**config.mk**
```make
export PLATFORM = sky130hd
export DESIGN_NAME = gf_fermat_inv
export DESIGN_NICKNAME = d
export VERILOG_FILES = /design/src/rtl/gf_inv_pkg.sv /design/src/rtl/gf_reduce.sv /design/src/rtl/gf_sqr.sv /design/src/rtl/gf_mul.sv /design/src/rtl/gf_fermat_inv.sv
export SDC_FILE = /design/constraint.sdc
export NUM_CORES = 1
export LEC_CHECK = 0
export ABC_AREA = 1
export BUFFER_PORTS_ARGS = -buffer_cell sky130_fd_sc_hd__buf_4
export CAP_MARGIN = 20
export CORE_MARGIN = 5
export CORE_UTILIZATION = 60
export DETAILED_ROUTE_END_ITERATION = 7
export PLACE_DENSITY = 0.75
export SYNTH_ARGS = -nofsm -noshare
export SYNTH_HDL_FRONTEND = slang
export SYNTH_SLANG_ARGS = --single-unit
```
**constraint.sdc**
```tcl
create_clock -name clk -period 3.2 [get_ports clk]
set_input_delay 0.64 -clock clk [delete_from_list [all_inputs] [get_ports clk]]
set_output_delay 0.64 -clock clk [all_outputs]
set_load 0.02 [all_outputs]
```
**src/rtl/gf_inv_pkg.sv**
```systemverilog
package gf_inv_pkg;

    typedef enum logic [2:0] {
        S_IDLE,
        S_DBL_SQR,
        S_DBL_MUL,
        S_INC_SQR,
        S_INC_MUL,
        S_FINAL
    } inv_state_e;

    // Position of the highest set bit of v (v >= 1); 0 for v <= 1.
    function automatic int msb_pos(input int v);
        int p;
        p = 0;
        for (int i = 0; i < 31; i++) begin
            if ((v >> i) != 0) p = i;
        end
        return p;
    endfunction

endpackage

```
**src/rtl/gf_reduce.sv**
```systemverilog
module gf_reduce #(
    parameter int              M    = 13,
    parameter logic [M-1:0]    POLY = 'h1B
) (
    input  logic [2*M-2:0] wide_in,
    output logic [M-1:0]   red_out
);
    logic [2*M-2:0] v;

    // Fold each high coefficient x^i into x^(i-M) * POLY, top down.
    always_comb begin
        v = wide_in;
        for (int i = 2*M-2; i >= M; i--) begin
            if (v[i]) begin
                v[i-M +: M] = v[i-M +: M] ^ POLY;
            end
        end
        red_out = v[M-1:0];
    end
endmodule

```
**src/rtl/gf_sqr.sv**
```systemverilog
module gf_sqr #(
    parameter int              M    = 13,
    parameter logic [M-1:0]    POLY = 'h1B
) (
    input  logic [M-1:0] sq_in,
    output logic [M-1:0] sq_out
);
    logic [2*M-2:0] spread;

    // Squaring in characteristic two only interleaves zeros.
    generate
        for (genvar g = 0; g < M; g++) begin : g_spread
            assign spread[2*g] = sq_in[g];
            if (g < M-1) begin : g_gap
                assign spread[2*g+1] = 1'b0;
            end
        end
    endgenerate

    gf_reduce #(.M(M), .POLY(POLY)) u_red (
        .wide_in (spread),
        .red_out (sq_out)
    );
endmodule

```
**src/rtl/gf_mul.sv**
```systemverilog
module gf_mul #(
    parameter int              M    = 13,
    parameter logic [M-1:0]    POLY = 'h1B
) (
    input  logic [M-1:0] op_x,
    input  logic [M-1:0] op_y,
    output logic [M-1:0] prod
);
    localparam int WW = 2*M-1;

    logic [WW-1:0] partial [M];
    logic [WW-1:0] raw;

    // Carry-less partial products, one per coefficient of op_y.
    generate
        for (genvar g = 0; g < M; g++) begin : g_pp
            assign partial[g] = op_y[g] ? ({{(M-1){1'b0}}, op_x} << g) : '0;
        end
    endgenerate

    always_comb begin
        raw = '0;
        for (int i = 0; i < M; i++) begin
            raw = raw ^ partial[i];
        end
    end

    gf_reduce #(.M(M), .POLY(POLY)) u_red (
        .wide_in (raw),
        .red_out (prod)
    );
endmodule

```
**src/rtl/gf_fermat_inv.sv**
```systemverilog
module gf_fermat_inv
    import gf_inv_pkg::*;
#(
    parameter int              M    = 13,
    parameter logic [M-1:0]    POLY = 'h1B
) (
    input  logic         clk,
    input  logic         rst_n,
    input  logic         start,
    input  logic [M-1:0] a_in,
    output logic [M-1:0] inv_out,
    output logic         done,
    output logic         zero_err,
    output logic         mul_issue
);
    localparam int            KW    = $clog2(M) + 1;
    localparam int            TOP   = msb_pos(M - 1);
    localparam logic [KW-1:0] E_VEC = KW'(M - 1);
    localparam logic [KW-1:0] TOP_L = KW'(TOP);

    inv_state_e    state_q, state_d;
    logic [M-1:0]  a_q, w_q, t_q, res_q;
    logic [KW-1:0] k_q, cnt_q, bits_q;
    logic          bitv_q, done_q, err_q;

    logic [M-1:0]  sq_w, prod, mul_y;
    logic [KW-1:0] k_nx, bsrc;
    logic          adv_go, a_nz;

    assign a_nz = (a_in != '0);

    gf_sqr #(.M(M), .POLY(POLY)) u_sqr (
        .sq_in  (w_q),
        .sq_out (sq_w)
    );

    assign mul_y = (state_q == S_INC_MUL) ? a_q : t_q;

    gf_mul #(.M(M), .POLY(POLY)) u_mul (
        .op_x (w_q),
        .op_y (mul_y),
        .prod (prod)
    );

    // Chain bookkeeping: new k and remaining bit count at each advance point.
    always_comb begin
        k_nx = k_q;
        bsrc = bits_q;
        unique case (state_q)
            S_IDLE:    begin k_nx = KW'(1);   bsrc = TOP_L;  end
            S_DBL_MUL: begin k_nx = k_q << 1; bsrc = bits_q; end
            S_INC_MUL: begin k_nx = k_q + 1'b1; bsrc = bits_q; end
            default:   begin k_nx = k_q;      bsrc = bits_q; end
        endcase
    end

    assign adv_go = (state_q == S_IDLE && start && a_nz)
                 || (state_q == S_DBL_MUL && !bitv_q)
                 || (state_q == S_INC_MUL);

    // State register
    always_ff @(posedge clk or negedge rst_n) begin
        if (!rst_n) state_q <= S_IDLE;
        else        state_q <= state_d;
    end

    // Next state
    always_comb begin
        state_d = state_q;
        unique case (state_q)
            S_IDLE: begin
                if (start && a_nz) state_d = (bsrc == '0) ? S_FINAL : S_DBL_SQR;
            end
            S_DBL_SQR: begin
                if (cnt_q == KW'(1)) state_d = S_DBL_MUL;
            end
            S_DBL_MUL: begin
                if (bitv_q)             state_d = S_INC_SQR;
                else if (bsrc == '0)    state_d = S_FINAL;
                else                    state_d = S_DBL_SQR;
            end
            S_INC_SQR: state_d = S_INC_MUL;
            S_INC_MUL: state_d = (bsrc == '0) ? S_FINAL : S_DBL_SQR;
            S_FINAL:   state_d = S_IDLE;
            default:   state_d = S_IDLE;
        endcase
    end

    // Datapath registers
    always_ff @(posedge clk or negedge rst_n) begin
        if (!rst_n) begin
            a_q    <= '0;
            w_q    <= '0;
            t_q    <= '0;
            k_q    <= '0;
            cnt_q  <= '0;
            bits_q <= '0;
            bitv_q <= 1'b0;
        end else begin
            unique case (state_q)
                S_IDLE: begin
                    if (start) begin
                        a_q <= a_in;
                        w_q <= a_in;
                        t_q <= a_in;
                        k_q <= KW'(1);
                    end
                end
                S_DBL_SQR: begin
                    w_q   <= sq_w;
                    cnt_q <= cnt_q - 1'b1;
                end
                S_DBL_MUL: begin
                    w_q <= prod;
                    t_q <= prod;
                    k_q <= k_nx;
                end
                S_INC_SQR: w_q <= sq_w;
                S_INC_MUL: begin
                    w_q <= prod;
                    t_q <= prod;
                    k_q <= k_nx;
                end
                default: ;
            endcase
            if (adv_go && bsrc != '0) begin
                cnt_q  <= k_nx;
                bits_q <= bsrc - 1'b1;
                bitv_q <= E_VEC[bsrc - 1'b1];
            end
        end
    end

    // Outputs
    always_ff @(posedge clk or negedge rst_n) begin
        if (!rst_n) begin
            done_q <= 1'b0;
            err_q  <= 1'b0;
            res_q  <= '0;
        end else begin
            done_q <= 1'b0;
            if (state_q == S_IDLE && start && !a_nz) begin
                done_q <= 1'b1;
                err_q  <= 1'b1;
                res_q  <= '0;
            end
            if (state_q == S_FINAL) begin
                done_q <= 1'b1;
                err_q  <= 1'b0;
                res_q  <= sq_w;
            end
        end
    end

    assign inv_out   = res_q;
    assign done      = done_q;
    assign zero_err  = err_q;
    assign mul_issue = (state_q == S_DBL_MUL) || (state_q == S_INC_MUL);

    assert_zero_result_R2: assert property (@(posedge clk) disable iff (!rst_n)
        (done && zero_err) |-> (inv_out == '0));

    assert_mul_single_R3: assert property (@(posedge clk) disable iff (!rst_n)
        mul_issue |=> !mul_issue);

    assert_done_pulse_R4: assert property (@(posedge clk) disable iff (!rst_n)
        done |=> !done);

    assert_operand_held_R5: assert property (@(posedge clk) disable iff (!rst_n)
        (state_q != S_IDLE) |=> $stable(a_q));

    assert_sqr_count_live_R6: assert property (@(posedge clk) disable iff (!rst_n)
        (state_q == S_DBL_SQR) |-> (cnt_q != '0));

    assert_result_hold_R7: assert property (@(posedge clk) disable iff (!rst_n)
        !done |-> ($stable(inv_out) && $stable(zero_err)));

endmodule

```
==> results of run 1 <==
==> sequential cells by signal (all words and copies together), names as in the netlist <==
name and count:
zero_err 1, t_q 13, cnt_q 5, k_q 5, inv_out 13, a_q 13, state_q 3, w_q 13
bits_q 5, bitv_q 1, done 1
==> Yosys cell counts, types with 2 or more instances <==
cell type,n,area (sq um)
a21oi_1,41,205.2
a22oi_1,3,22.52
buf_1,2,7.510
buf_2,12,60.06
buf_6,2,22.52
clkbuf_1,18,67.56
clkinv_1,8,30.03
dfrtp_1,73,1827
ha_1,4,50.05
inv_1,165,619.3
inv_2,2,7.510
nand2_1,372,1396
nand2_2,19,118.9
nand2_4,4,45.04
nand3_1,170,850.8
nand3_2,2,20.02
nand3b_1,14,105.1
nand4_1,3,18.77
nor2_1,163,611.8
nor2_2,8,50.05
nor3_1,3,15.01
o211ai_1,8,60.06
o21ai_0,46,230.2
o221ai_1,3,26.28
o22a_1,5,43.79
o22ai_1,5,31.28
or2_2,3,18.77
or4_1,2,15.01
xnor2_1,69,604.3
xor2_1,39,341.6
==> cell families after synthesis <==
| kind of cell | Yosys count |
|---|---|
| flops | 73 |
| fa+ha+maj | 4 |
| buf+inv | 210 |
| compound gates | 115 |
| simple gates | 767 |
| xor+xnor | 108 |
==> worst reg2reg max path: cells and delay by family, from the launching register on <==
kind	cells	cell delay (ns)
simple gates	14	1.59
flops	1	0.44
buf+inv	2	0.41
xor+xnor	1	0.26
compound gates	1	0.18
==> cell type report <==
type                    instances  area, sq um
multi-input cells             994         4959
repair buffers                 70        525.5
clock inverters                 5        80.08
clock buffers                  11        232.7
well taps                     172        215.2
fillers                      1183         4021
flip-flops and latches         73         1827
inverters                     175        656.9
==> how the worst max path moves through the flow <==
| stage | slack, ns | cells past startpoint | to | start |
|---|---|---|---|---|
| floorplan | 0.82 | 6 | mul_issue | state_q[2] |
| global placement | 0.30 | 21 | w_q[4] | state_q[1] |
| detailed placement | 0.21 | 21 | w_q[4] | state_q[1] |
| CTS | 0.20 | 21 | w_q[4] | state_q[1] |
| global route | 0.00005 | 22 | w_q[5] | state_q[1] |
| finish | 0.25 | 18 | w_q[9] | state_q[1] |
==> per-stage QoR <==
step / worst slack, ns / utilization [%] / cells
after floorplan: 0.8163 / - / 1277
after global placement: 0.3026 / 65.05 / 1481
after detailed placement: 0.2076 / 65.05 / 1481
after CTS: 0.2011 / 67.55 / 1497
after global routing: 0.00005351 / 67.87 / 1500
final: 0.2534 / 67.87 / 1500
==> metal layers <==
layer / vias to the layer above / GRT usage, % / routed length [um]
li1: 4099 / - / -
met1: 3812 / 46.43 / 10350
met2: 416 / 51.32 / 10670
met3: 69 / 8.433 / 2641
met4: 0 / 9.167 / 674
met5: - / 0 / 0
==> timing repair <==
item                                    4_1_cts  5_1_grt
endpoints found under the setup margin        0       23
hold endpoints to repair                      0        0
resized for setup                             0        5
setup buffers                                 0        3
==> flow_metrics.tcl, run 1 <==
set metrics [dict create \
    rr_endpoint "w_q[9]" \
    num_rows 41 \
    critical_path_arrival_ns 3.20 \
    cts_root_buf "clkbuf_16" \
    wl_per_cell_um 16.22 \
    rsz0062_at_grt "no" \
    critical_path_buf_inv_count 2 \
    fin_setup_tns_ns 0 \
    path_class "flip-flop to flip-flop" \
    synth_adder_area_share_pct 0.6594 \
    finClkSkew_ns 0.008622 \
    coreArea_sq_um 12520 \
    die_w_um 122.5 \
    drtIter0Drc 1063 \
    timing.rr.start "state_q[1]" \
    clock_sinks 73 \
    worst-slew-pin-transition_ns 0.9234 \
    fmax_ghz 0.3394 \
    crit_fanout 8 \
    area_growth_pct 11.94 \
    vias 8396 \
    final_area_sq_um 8496 \
    synth_top_family_by_area "simple AND/OR/NAND/NOR gates" \
    cp_top_family "simple AND/OR/NAND/NOR gates" \
    grt_pass1_wl_um 38660 \
    avgSynthCellArea_sq_um 5.943 \
    slew_headroom_pct 38.44 \
    setup_viol 0 \
    finalWirelength_um 24340 \
    grt_usage_pct 33.24 \
    synth-main-ff-cell "dfrtp_1" \
    port_buffers 31 \
    die-area_sq_um 15000 \
    final_common_cell "nand2_1" \
    h-tree-depth 3 \
    cts_buffers 9 \
    synth_mux_area_share_pct 0 \
    drive_gt1_share_pct 9.488 \
    synth_simple_gate_area_share_pct 43.42 \
    syn_area_sq_um 7590 \
    cts_tree "done" \
    cts_hold_buf 0 \
    hold_class "primary input to async pin" \
    rr_worst_depth 18 \
    cpMaxStageDelayCell "dfrtp_1" \
    initial_utilization_pct 60.64 \
    status "completed" \
    slowest_delay_ns 0.44 \
    grt_max_degree 74 \
    ys_types 39 \
    drc 0 \
    synth_cells 1277 \
    finalHoldViolations 0 \
    period_share_pct 92.08 \
    post_dp_cell_area_sq_um 8143 \
    crit_path_cell_trace "nor2_4 > buf_4 > nand3_1 > buf_4 > nand2_2 > nor2_1 > xnor2_1 > nand2b_1 > nand2_1 > nand2_1 > nand2_1 > nand2_1 > nand3_1 > nand2_1 > nand2_1 > nand2_1 > nand2_1 > a21oi_1" \
    dpl.hpwl_um 18430 \
    antenna_found_initial 0 \
    final_cell_mix "369 x nand2_1, 170 x nand3_1, 165 x inv_1" \
    r2r_setup_slack_ns 0.25 \
    cts_buffer_depth 2 \
    n_antenna_cell 0 \
    max_cap_viol_count 0 \
    pin_count 32 \
    cp-end-kind "flip-flop" \
    overflow 0 \
    whs_ns 0.4321 \
    fin_crit_ns 2.947 \
    crit_path_start_kind "flip-flop" \
    syn_nets 1297 \
    yosys_register_bits 73 \
    seq_area_frac_synth_pct 24.07 \
    insertion_delay_ns 0.34 \
    slew_viol_final 0 \
    cp_common_cell "nand2_1" \
    clk_pin_slew_ns 0.06 \
    ant_nets 0 \
    synth_compound_area_share_pct 8.556 \
    first_global_vias 7568 \
    drt-pass1-iter-count 5 \
    final_net_count 1343 \
    synth_edf_count 0 \
    required_ns 3.46 \
    synthXorXnorAreaFrac_pct 12.46 \
    async_reset_ff_share_pct 100.0 \
    yosys_warnings 0 \
    die_height_um 122.5 \
    via_per_inst 5.597 \
    place_congestion 1.019 \
]
Power of run 1 is not shown: default switching activity piles up to over one toggle a cycle in this logic, so the estimate is an artifact.
==> inputs of run 2 (changes only) <==
==> constraint.sdc (replaced) <==
create_clock -name clk -period 3.15 [get_ports clk]
set_input_delay 0.315 -clock clk [delete_from_list [all_inputs] [get_ports clk]]
set_output_delay 0.315 -clock clk [all_outputs]
set_load 0.02 [all_outputs]
==> flow_metrics.tcl, run 2 (synthesis results as in run 1) <==
set metrics [dict create \
    status "completed" \
    drc 0 \
    dpl.hpwl_um 18360 \
    grt_use_met2_pct 50.29 \
    cpMaxStageDelayCell "dfrtp_1" \
    r2r_setup_slack_ns 0.26 \
    fin_util_pct 67.40 \
    cts_tree "done" \
    slew_viol_final 0 \
    cts_buffers 9 \
    area_growth_pct 11.16 \
    drive_gt1_share_pct 9.415 \
    critical_path_arrival_ns 3.15 \
    clock_sinks 73 \
    cp-end-kind "flip-flop" \
    antenna_found_initial 0 \
    coreArea_sq_um 12520 \
    clk_pin_slew_ns 0.06 \
    cts_buffer_depth 2 \
    finClkSkew_ns 0.007539 \
    fin_crit_ns 2.887 \
    first_global_vias 7404 \
    drtIter0Drc 1081 \
    grt_use_met3_pct 7.143 \
    hold_class "primary input to async pin" \
    initial_utilization_pct 60.64 \
    final_common_cell "nand2_1" \
    n_antenna_cell 0 \
    die-area_sq_um 15000 \
    slew_headroom_pct 39.60 \
    cts_hold_buf 0 \
    h-tree-depth 3 \
    cp_common_cell "nand2_1" \
    required_ns 3.41 \
    crit_path_start_kind "flip-flop" \
    final_cell_mix "370 x nand2_1, 165 x inv_1, 163 x nand3_1" \
    pin_count 32 \
    slowest_delay_ns 0.44 \
    final-seq-area_sq_um 1827 \
    grt-busiest-layer "met2" \
    die_height_um 122.5 \
    crit_fanout 14 \
    fin_setup_tns_ns 0 \
    max_cap_viol_count 0 \
    die_w_um 122.5 \
    vias 8295 \
    port_buffers 31 \
    final_net_count 1332 \
    grt_pass1_wl_um 38140 \
    critical_path_buf_inv_count 0 \
    fmax_ghz 0.3464 \
    cp_top_family "simple AND/OR/NAND/NOR gates" \
    cts_root_buf "clkbuf_16" \
    path_class "flip-flop to flip-flop" \
    period_share_pct 91.65 \
    worst-slew-pin-transition_ns 0.9060 \
    grt_max_degree 74 \
    multi_input_area_sq_um 4999 \
    overflow 0 \
    insertion_delay_ns 0.34 \
    num_rows 41 \
    crit_path_cell_trace "nor2_4 > nand2_4 > nand2_1 > nand2_2 > nor2_1 > xor2_1 > nand2_1 > nand3_1 > nand2_2 > nand2_1 > nand3_1 > nand2_1 > nand3_1 > nand2_1 > nand2_1 > a21oi_1" \
    use_met1_pct 46.62 \
    finalWirelength_um 23910 \
    wl_per_cell_um 16.06 \
    setup_viol 0 \
    place_congestion 0.9614 \
    finalHoldViolations 0 \
    via_per_inst 5.571 \
    ant_nets 0 \
    grt_usage_pct 32.77 \
    fillers 1276 \
    drt-pass1-iter-count 6 \
]
-- run 2: worst reg2reg max path, delay by kind of cell, from the launching register on --
kind	cells	cell delay, ns
simple gates	14	2.00
flops	1	0.44
compound gates	1	0.15
xor+xnor	1	0.22
-- run 2: cell type report --
type	instances	area share [%]
Multi-Input combinational cell	994	59.25
Timing Repair Buffer	59	5.443
Clock buffer	9	2.669
Tap cell	172	2.551
Inverter	175	7.786
Clock inverter	7	0.6525
Sequential cell	73	21.65
-- run 2: path summary, 6_finish.rpt --
path / from / to / depth (start not counted)
max reg2reg: state_q[1] / t_q[10] / 16
min reg2reg: bits_q[0] / bits_q[0] / 2
max: state_q[1] / t_q[10] / 16
max in group asynchronous: rst_n / a_q[0] / 1
min in group clk: a_in[9] / a_q[9] / 3
min: rst_n / bits_q[0] / 1
-- run 2: what timing repair did --
action | in CTS | in global routing
buffers inserted | 0 | 1
setup endpoints to repair | 0 | 22
resized for setup | 0 | 14
-- run 2: stage by stage --
| step | area [sq um] | setup slack [ns] | hold WS, ns | std cells |
|---|---|---|---|---|
| after detailed placement | 8088 | 0.1787 | 0.4754 | 1472 |
| after global routing | 8437 | -0.02850 | 0.1866 | 1489 |
| after CTS | 8368 | 0.1694 | 0.1379 | 1488 |
| final | 8437 | 0.2632 | 0.1028 | 1489 |
| after global placement | 8088 | 0.2217 | 0.4639 | 1472 |
| after floorplan | 7590 | 0.8552 | 0.01941 | 1277 |
-- run 2: per-layer routing --
| metal | vias up | wire length [um] |
|---|---|---|
| li1 | 4070 | - |
| met1 | 3722 | 10470 |
| met2 | 440 | 10360 |
| met3 | 63 | 2467 |
| met4 | 0 | 612 |
| met5 | - | 0 |
Power of run 2 is left out for the same reason.
==> inputs of run 3 (changes only) <==
--- a/config.mk
+++ b/config.mk
@@ -9,9 +9,9 @@
 export BUFFER_PORTS_ARGS = -buffer_cell sky130_fd_sc_hd__buf_4
 export CAP_MARGIN = 20
 export CORE_MARGIN = 5
-export CORE_UTILIZATION = 60
+export CORE_UTILIZATION = 35
 export DETAILED_ROUTE_END_ITERATION = 7
-export PLACE_DENSITY = 0.75
+export PLACE_DENSITY = 0.47
 export SYNTH_ARGS = -nofsm -noshare
 export SYNTH_HDL_FRONTEND = slang
 export SYNTH_SLANG_ARGS = --single-unit
==> constraint.sdc (replaced) <==
create_clock -name clk -period 3.15 [get_ports clk]
set_input_delay 0.63 -clock clk [delete_from_list [all_inputs] [get_ports clk]]
set_output_delay 0.63 -clock clk [all_outputs]
set_load 0.02 [all_outputs]
==> flow_metrics.tcl, run 3 (synthesis results as in run 1) <==
set metrics [dict create \
    status "completed" \
    grt_pass1_wl_um 44310 \
    drc 0 \
    slew_headroom_pct 54.46 \
    crit_fanout 9 \
    grt_usage_pct 23.06 \
    via_per_inst 4.999 \
    dp.cells 1593 \
    hold_class "primary input to async pin" \
    drt-pass1-iter-count 5 \
    wl_per_cell_um 17.23 \
    drive_gt1_share_pct 10.99 \
    clock_sinks 73 \
    fmax_ghz 0.3469 \
    pin_count 32 \
    place_congestion 0.8970 \
    h-tree-depth 3 \
    rr_worst_depth 16 \
    drtIter0Drc 606 \
    fin_crit_ns 2.882 \
    grt_max_degree 74 \
    critical_path_arrival_ns 3.13 \
    cp_top_family "simple AND/OR/NAND/NOR gates" \
    use_met1_pct 33.75 \
    vias 8059 \
    final_cell_mix "363 x nand2_1, 167 x nand3_1, 165 x inv_1" \
    cts_root_buf "clkbuf_16" \
    crit_path_start_kind "flip-flop" \
    crit_path_cell_trace "nor2_4 > buf_4 > nand3_2 > nand2_4 > nor2_1 > xnor2_1 > nand3_1 > nand3b_1 > nand2_1 > inv_1 > nand2_1 > nand2_1 > nand3_1 > nand2_1 > nand2_1 > a21oi_1" \
    cp-startpoint "state_q[1]" \
    r2r_setup_slack_ns 0.27 \
    die_w_um 157.3 \
    n_antenna_cell 0 \
    cts_buffer_depth 2 \
    worst-slew-pin-transition_ns 0.6824 \
    coreArea_sq_um 21220 \
    die-area_sq_um 24730 \
    die_height_um 157.3 \
    final_common_cell "nand2_1" \
    cts_tree "done" \
    final_area_sq_um 8755 \
    initial_utilization_pct 35.77 \
    grt_use_met3_pct 3.437 \
    rsz0062_at_grt "no" \
    fin_setup_tns_ns 0 \
    final_net_count 1352 \
    slowest_delay_ns 0.44 \
    antenna_found_initial 0 \
    period_share_pct 91.50 \
    max_cap_viol_count 0 \
    cp_common_cell "nand2_1" \
    finalWirelength_um 27770 \
    overflow 0 \
    port_buffers 31 \
    cpMaxStageDelayCell "dfrtp_1" \
    fin_cells 1612 \
    slew_viol_final 0 \
    first_global_vias 7810 \
    post_dp_cell_area_sq_um 8352 \
    grt_use_met2_pct 36.23 \
    finClkSkew_ns 0.01274 \
    required_ns 3.40 \
    grt-busiest-layer "met2" \
    crit_end "t_q[6]" \
    crit_cells 16 \
    insertion_delay_ns 0.33 \
    area_growth_pct 15.35 \
    fin_util_pct 41.26 \
    rr_endpoint "t_q[6]" \
    setup_viol 0 \
    finalHoldViolations 0 \
    timing.rr.start "state_q[1]" \
    cts_buffers 9 \
    num_rows 53 \
    dpl.hpwl_um 21860 \
    clk_pin_slew_ns 0.06 \
    path_class "flip-flop to flip-flop" \
    cp-end-kind "flip-flop" \
    critical_path_buf_inv_count 2 \
    ant_nets 0 \
]
[run 3: cell count changes in the layout (fill, tap and decap cells not counted), moves of 4 or more]
cell / before / now
buf_4: 57 / 77
nand2_1: 370 / 363
nand2_2: 18 / 25
nand3_1: 163 / 167
nand3_2: 9 / 5
[run 3: cell type report]
cell class	instances	area (sq um)
Timing Repair Buffer	79	625.6
Clock buffer	11	242.7
Multi-Input combinational cell	994	5004
Inverter	175	656.9
Clock inverter	5	55.05
Tap cell	275	344.1
Sequential cell	73	1827
Fill cell	2320	12470
[run 3: what timing repair did]
| action | in CTS | in global routing |
|---|---|---|
| gates resized for setup | 0 | 17 |
| hold endpoints to repair | 0 | 0 |
| hold buffers | 0 | 0 |
| buffers inserted | 0 | 2 |
| setup endpoints to repair | 0 | 24 |
[run 3: worst min-delay path by stage]
stage                     cells past startpoint  slack, ns   endpoint
after floorplan                               0       0.33     a_q[0]
after global placement                        2       0.47  bits_q[3]
after detailed placement                      2       0.47  bits_q[3]
after CTS                                     1       0.49  bits_q[0]
after global routing                          1       0.23  bits_q[0]
final                                         1       0.22  bits_q[0]
[run 3: through the flow]
step,hold slack [ns],worst slack [ns]
floorplan,0.3344,0.7763
global placement,0.4702,0.04272
detailed placement,0.4701,0.06176
CTS,0.4886,0.03613
global route,0.2319,0.002480
finish,0.2153,0.2677
[run 3: worst register-to-register path, delay by kind of cell, from the launching register on]
| kind | cells | cell delay (ns) |
|---|---|---|
| AND/OR/NAND/NOR | 12 | 1.62 |
| buffers and inverters | 2 | 0.36 |
| XOR/XNOR | 1 | 0.25 |
| flip-flops | 1 | 0.44 |
| AO/OA/AOI/OAI | 1 | 0.15 |
[run 3: per-layer routing]
layer,vias to the layer above,share of wire (%)
met4,0,1.6
met2,208,44
met3,29,5.5
met5,-,0
met1,3717,49
li1,4105,-
Power of run 3 is left out for the same reason.
